File: config.mk
export PLATFORM = sky130hd
export DESIGN_NAME = bus_copy_bridge
export DESIGN_NICKNAME = d
export VERILOG_FILES = /design/src/rtl/bcb_pkg.sv /design/src/rtl/bcb_mode_ctl.sv /design/src/rtl/bcb_narrow.sv /design/src/rtl/bcb_read_ret.sv /design/src/rtl/bus_copy_bridge.sv
export SDC_FILE = /design/constraint.sdc
export NUM_CORES = 1
export LEC_CHECK = 0
export ABC_AREA = 1
export BUFFER_PORTS_ARGS = -buffer_cell sky130_fd_sc_hd__clkbuf_2
export CAP_MARGIN = 20
export CORE_MARGIN = 1
export CORE_UTILIZATION = 33
export DETAILED_ROUTE_END_ITERATION = 10
export HOLD_SLACK_MARGIN = 0.06
export PLACE_DENSITY = 0.84
export RECOVER_POWER = 25
export SKIP_LAST_GASP = 1
export SYNTH_ARGS = -nofsm -noshare
export SYNTH_HDL_FRONTEND = slang
export SYNTH_SLANG_ARGS = --single-unit
File: constraint.sdc
create_clock -name clk -period 2.2 [get_ports clk]
set_input_delay 0.55 -clock clk [delete_from_list [all_inputs] [get_ports clk]]
set_output_delay 0.55 -clock clk [all_outputs]
set_load 0.02 [all_outputs]
File: src/rtl/bcb_pkg.sv
package bcb_pkg;
   localparam int unsigned CPU_W_DEF = 16;
   localparam int unsigned GFX_W_DEF = 14;

   typedef enum logic {
      MODE_IDLE = 1'b0,
      MODE_COPY = 1'b1
   } bcb_mode_e;
endpackage

File: src/rtl/bcb_mode_ctl.sv
module bcb_mode_ctl
   import bcb_pkg::*;
(
   input  logic clk,
   input  logic rst_n,
   input  logic vblank_start,
   input  logic bus_ack,
   output logic copy_active
);
   bcb_mode_e mode_q, mode_d;

   always_comb begin
      mode_d = mode_q;
      unique case (mode_q)
         MODE_IDLE: if (vblank_start) mode_d = MODE_COPY;
         MODE_COPY: if (bus_ack)      mode_d = MODE_IDLE;
         default:                     mode_d = MODE_IDLE;
      endcase
   end

   always_ff @(posedge clk) begin
      if (!rst_n) mode_q <= MODE_IDLE;
      else        mode_q <= mode_d;
   end

   assign copy_active = (mode_q == MODE_COPY);
endmodule

File: src/rtl/bcb_narrow.sv
module bcb_narrow #(
   parameter int unsigned CPU_W = 16,
   parameter int unsigned GFX_W = 14
) (
   input  logic [CPU_W-1:0] cpu_addr,
   input  logic [CPU_W-1:0] cpu_wdata,
   output logic [GFX_W-1:0] nar_addr,
   output logic [GFX_W-1:0] nar_wdata,
   output logic             in_low_window
);
   assign nar_addr  = cpu_addr[GFX_W-1:0];
   assign nar_wdata = cpu_wdata[GFX_W-1:0];

   generate
      if (CPU_W > GFX_W) begin : g_hi
         localparam int unsigned HI_W = CPU_W - GFX_W;
         logic [HI_W-1:0] addr_hi;
         logic [HI_W-1:0] unused_wdata_hi;
         assign addr_hi         = cpu_addr[CPU_W-1:GFX_W];
         assign unused_wdata_hi = cpu_wdata[CPU_W-1:GFX_W];
         assign in_low_window   = (addr_hi == '0);
      end else begin : g_same
         assign in_low_window = 1'b1;
      end
   endgenerate
endmodule

File: src/rtl/bcb_read_ret.sv
module bcb_read_ret #(
   parameter int unsigned CPU_W = 16,
   parameter int unsigned GFX_W = 14
) (
   input  logic             clk,
   input  logic             rst_n,
   input  logic             take,
   input  logic [GFX_W-1:0] gfx_rdata,
   output logic [CPU_W-1:0] cpu_rdata,
   output logic             cpu_rvalid
);
   always_ff @(posedge clk) begin
      if (!rst_n) begin
         cpu_rvalid <= 1'b0;
         cpu_rdata  <= '0;
      end else begin
         cpu_rvalid <= take;
         cpu_rdata  <= take ? CPU_W'(gfx_rdata) : '0;
      end
   end
endmodule

File: src/rtl/bus_copy_bridge.sv
module bus_copy_bridge #(
   parameter int unsigned CPU_W = bcb_pkg::CPU_W_DEF,
   parameter int unsigned GFX_W = bcb_pkg::GFX_W_DEF
) (
   input  logic             clk,
   input  logic             rst_n,
   input  logic             vblank_start,
   input  logic             bus_ack,
   input  logic [CPU_W-1:0] cpu_addr,
   input  logic [CPU_W-1:0] cpu_wdata,
   input  logic             cpu_rd,
   input  logic             cpu_wr,
   output logic [CPU_W-1:0] cpu_rdata,
   output logic             cpu_rvalid,
   output logic             copy_active,
   output logic [GFX_W-1:0] gfx_addr,
   output logic [GFX_W-1:0] gfx_wdata,
   output logic             gfx_rd,
   output logic             gfx_wr,
   input  logic [GFX_W-1:0] gfx_rdata
);
   generate
      if (GFX_W < 1 || GFX_W > CPU_W) begin : g_bad_width
         $error("bus_copy_bridge: GFX_W must be between 1 and CPU_W");
      end
   endgenerate

   logic in_low;

   bcb_mode_ctl u_mode (
      .clk          (clk),
      .rst_n        (rst_n),
      .vblank_start (vblank_start),
      .bus_ack      (bus_ack),
      .copy_active  (copy_active)
   );

   bcb_narrow #(.CPU_W(CPU_W), .GFX_W(GFX_W)) u_narrow (
      .cpu_addr      (cpu_addr),
      .cpu_wdata     (cpu_wdata),
      .nar_addr      (gfx_addr),
      .nar_wdata     (gfx_wdata),
      .in_low_window (in_low)
   );

   assign gfx_wr = copy_active & cpu_wr;
   assign gfx_rd = copy_active & cpu_rd & in_low;

   bcb_read_ret #(.CPU_W(CPU_W), .GFX_W(GFX_W)) u_ret (
      .clk        (clk),
      .rst_n      (rst_n),
      .take       (gfx_rd),
      .gfx_rdata  (gfx_rdata),
      .cpu_rdata  (cpu_rdata),
      .cpu_rvalid (cpu_rvalid)
   );
endmodule

**After elaboration in Yosys (flattened, before gate mapping)**

Index checks and enable logic that the tools add are counted.
W data, S select, Z words.

- Reduce and logical (&&, ||, !) cells: 2
- Mux-type cells: 3
- Bitwise logic cells: 4

Operator list:

| cell | number |
|---|---|
| $and A1 B1 Y1 | 3 |
| $logic_not A2 Y1 | 1 |
| $mux W1 | 2 |
| $pmux W1 S2 | 1 |
| $reduce_and A2 Y1 | 1 |
| $not A1 Y1 | 1 |

- Word-level logic and storage cells: 13
- Output and inout port bits: 48
- Flip-flop bits (word level): 18
- Bits of input ports: 52

**Longest topological paths before layout**

- Word-level depth: 3
- Gate-level depth with buffers: 5
- Gate-level depth less buffers: 4

**Hierarchy**

From an unflattened synthesis, not the netlist that was laid out.

- Cell total of the unflattened synthesis: 88
- Area total of the unflattened synthesis: 745.7 µm²

By module, submodules not included:

| module | instances | area an instance (µm²) | seq. area each (µm²) | cells each |
|---|---|---|---|---|
| bcb_read_ret | 1 | 473.0 | 300.3 | 49 |
| bcb_narrow | 1 | 214.0 | 0.0 | 29 |
| bcb_mode_ctl | 1 | 37.5 | 20.0 | 5 |
| bus_copy_bridge | 1 | 21.3 | 0.0 | 5 |

**Worst setup path after synthesis**

No wires, ideal clock.

- Kind: input to output
- Start point: input cpu_addr[15]
- End point: output gfx_rd
- Data required time: 1.650 ns
- Slack: 0.662 ns
- Arrival time: 0.988 ns
- Path buffers: 0
- Cell stages on the path: 3
- Path through: nor2_4 -> inv_1 -> nor2_1

- Longest elaborated chain between the ends: 2

RTL lines:

| element | line | text |
|---|---|---|
| start: declaration | bus_copy_bridge.sv:9 | `input logic [CPU_W-1:0] cpu_addr,` |
| $logic_not A2 Y1 | bcb_narrow.sv:21 | `assign in_low_window = (addr_hi == '0);` |
| $and A1 B1 Y1 | bus_copy_bridge.sv:47 | `assign gfx_rd = copy_active & cpu_rd & in_low;` |
| end: declaration | bus_copy_bridge.sv:18 | `output logic gfx_rd,` |

No other way between the ends.

**Final worst setup path**

Same ends and word-level chain as after synthesis.

==> run_results.csv <==
group,metric,value,unit
timing,finalClockSkew,0.000686,ns
synthesis,seq_area_frac_synth,41.8,%
die,rows,17,
hold_path,hp-class,"input port to flip-flop",
die,start_util,35.0,%
route,antenna_left,0,
clock_tree,clockBufferDepth,2,
timing,fin_setup_tns,0,ns
status,outcome,"completed",
die,die_area,0.00252,mm2
route,firstDrtPassIters,3,
cells_and_area,diodes,0,
die,core-area,0.00219,mm2
timing,finalCriticalPeriod,1.60,ns
worst_setup_path,cp_max_fo,2,
timing,max_freq,0.623,GHz
worst_setup_path,r2r_end,"u_ret.cpu_rdata[10]$_SDFF_PN0_",
power_and_ir_drop,peakVddDrop,0.277,mV
hold_path,whs_path_depth,3,
synthesis,yosys_warnings,0,
timing,finalCritPeriodShare,72.9,%
power_and_ir_drop,p_leak,0.000471,uW
clock_tree,cts_sinks,16,
synthesis,synth_cell_type_count,12,
cells_and_area,multi_input_area,130,um2
synthesis,syn_avg_cell_area,8.60,um2
route,wl,1.32,mm
hold_path,hold_end,"u_ret.cpu_rdata[9]$_SDFF_PN0_",
route,dr_total_vias,511,
timing,grt_setup_unrepaired,"no",
worst_setup_path,r2r_slack,0.84,ns
route,routedWlPerCell,10.2,um
timing,max_slew.worst_pin.slew,0.738,ns
cells_and_area,final_common_cell,"clkbuf_2",
clock_tree,clockRootBuffer,"clkbuf_4",
placement,place.gp.congestion,0.641,
job,maxCapViolations,0,
synthesis,synth_area,766,um2
power_and_ir_drop,p_total,525,uW
clock_tree,ctsHoldBuffers,0,
cells_and_area,regArea,320,um2
timing,hold_violations,0,
global_route,grt_pass1_vias,456,
worst_setup_path,reg2regPathDepth,4,
clock_tree,path_clk_slew,0.08,ns
timing,slew_viol_final,0,
global_route,grt_pass1_wl,2.01,mm
route,drc_errors,0,
timing,setup_viol,0,
placement,placed_cells,126,
synthesis,ys_ff_latch,16,
die,ios,100,
route,via_per_inst,3.93,
cells_and_area,area_growth,2.45,%
die,die_y,50.2,um
route,drt_iter0_markers,2,
worst_setup_path,criticalPathCategory,"input port to primary output",
die,die_w,50.2,um
global_route,grt-ovfl-total,0,
placement,io_buffers,39,
clock_tree,htreeDepth,1,
clock_tree,cts_setup_buffers,0,
cells_and_area,fill_cells,229,
worst_setup_path,end_kind,"primary output",
cells_and_area,final_cell_mix,"clkbuf_2 (39), inv_1 (17), dfxtp_1 (16), nor2_2 (8), nor2_1 (8)",
placement,dp_hpwl,1.18,mm
synthesis,syn_inst,89,
timing,hold_ws,0.466,ns
worst_setup_path,crit_required,1.65,ns
cells_and_area,drive_gt1_share,52.0,%
worst_setup_path,r2r_start,"u_mode.copy_active$_SDFF_PN0_",
clock_tree,cts_tree,"built",
worst_setup_path,arrival,1.05,ns
clock_tree,cts_buffers,3,
global_route,antenna_found_initial,0,
timing,relSlewSlack,50.7,%
worst_setup_path,critPathLaunchType,"input port",
power_and_ir_drop,power.density,669,mW/mm2
clock_tree,worst_skew_pair.late_latency,0.27,ns
global_route,grt_max_degree,16,
global_route,grtUsageTotal,10.9,%
cells_and_area,final_cells,130,
clock_tree,cts_resized,0,
hold_path,min_from,"gfx_rdata[9]",
cells_and_area,final_nets,155,
==> where the power goes <==
group	internal [uW]	switching [uW]
registers	293	2.24
clock network	101	79.8
logic	21.5	27.7
total	415	110
==> logic make-up (layout without fill, tap and decap cells) <==
logic type / count (synthesis) / in the layout / synth area share [%]
AND/OR/NAND/NOR: 23 / 23 / 18.0
flip-flops: 16 / 16 / 41.8
other: 1 / 2 / 0.490
buffers and inverters: 49 / 61 / 39.7
==> layer usage <==
| layer | vias to the layer above | GRT usage (%) | part of all wire (%) |
|---|---|---|---|
| met1 | 212 | 8.72 | 30 |
| met2 | 42 | 19.8 | 52 |
| met5 | - | 0 | 0 |
| met3 | 12 | 3.64 | 15 |
| li1 | 245 | - | - |
| met4 | 0 | 11.0 | 3.0 |
==> layout make-up <==
| type | instances | area share (%) |
|---|---|---|
| multi-input cells | 25 | 16.6 |
| inverters | 18 | 8.61 |
| flip-flops and latches | 16 | 40.8 |
| well taps | 28 | 4.47 |
| repair buffers | 39 | 24.9 |
| clock buffers | 4 | 4.63 |
==> worst max path at each step <==
stage / start / endpoint / slack, ns / cells after the start
floorplan: cpu_addr[15] / gfx_rd / 0.66 / 3
global placement: cpu_addr[15] / gfx_rd / 0.59 / 5
detailed placement: cpu_addr[15] / gfx_rd / 0.55 / 5
CTS: cpu_addr[15] / gfx_rd / 0.55 / 5
global route: u_mode.copy_active$_SDFF_PN0_ / gfx_rd / 0.52 / 3
finish: cpu_addr[15] / gfx_rd / 0.60 / 5
==> synthesized netlist by cell type <==
| library cell | number | area (um2) |
|---|---|---|
| buf_4 | 30 | 225 |
| inv_1 | 17 | 63.8 |
| dfxtp_1 | 16 | 320 |
| nor2_1 | 8 | 30.0 |
| nor2_2 | 8 | 50.1 |
| nand2_1 | 3 | 11.3 |
| nor2_4 | 2 | 22.5 |
| buf_6 | 1 | 11.3 |
| conb_1 | 1 | 3.75 |
| inv_2 | 1 | 3.75 |
| nand2_2 | 1 | 6.26 |
| nand3_4 | 1 | 17.5 |
==> state kept, by name, indices dropped and copies added (netlist names) <==
signal	flops
u_ret.cpu_rvalid	1
u_ret.cpu_rdata	14
u_mode.copy_active	1
==> worst max-delay path, stage by stage <==
cell and delay, ns:
clkbuf_2 0.10, nor2_4 0.11, inv_1 0.04, nor2_1 0.08, clkbuf_2 0.17
==> per-stage QoR <==
stage	setup WS, ns	util, %	instance area [um2]
finish	0.596	35.8	785
global route	0.519	35.8	785
CTS	0.552	36.5	800
detailed placement	0.550	34.8	763
global placement	0.588	34.8	763
floorplan	0.662	-	769
(Power assumes the default switching activity.)
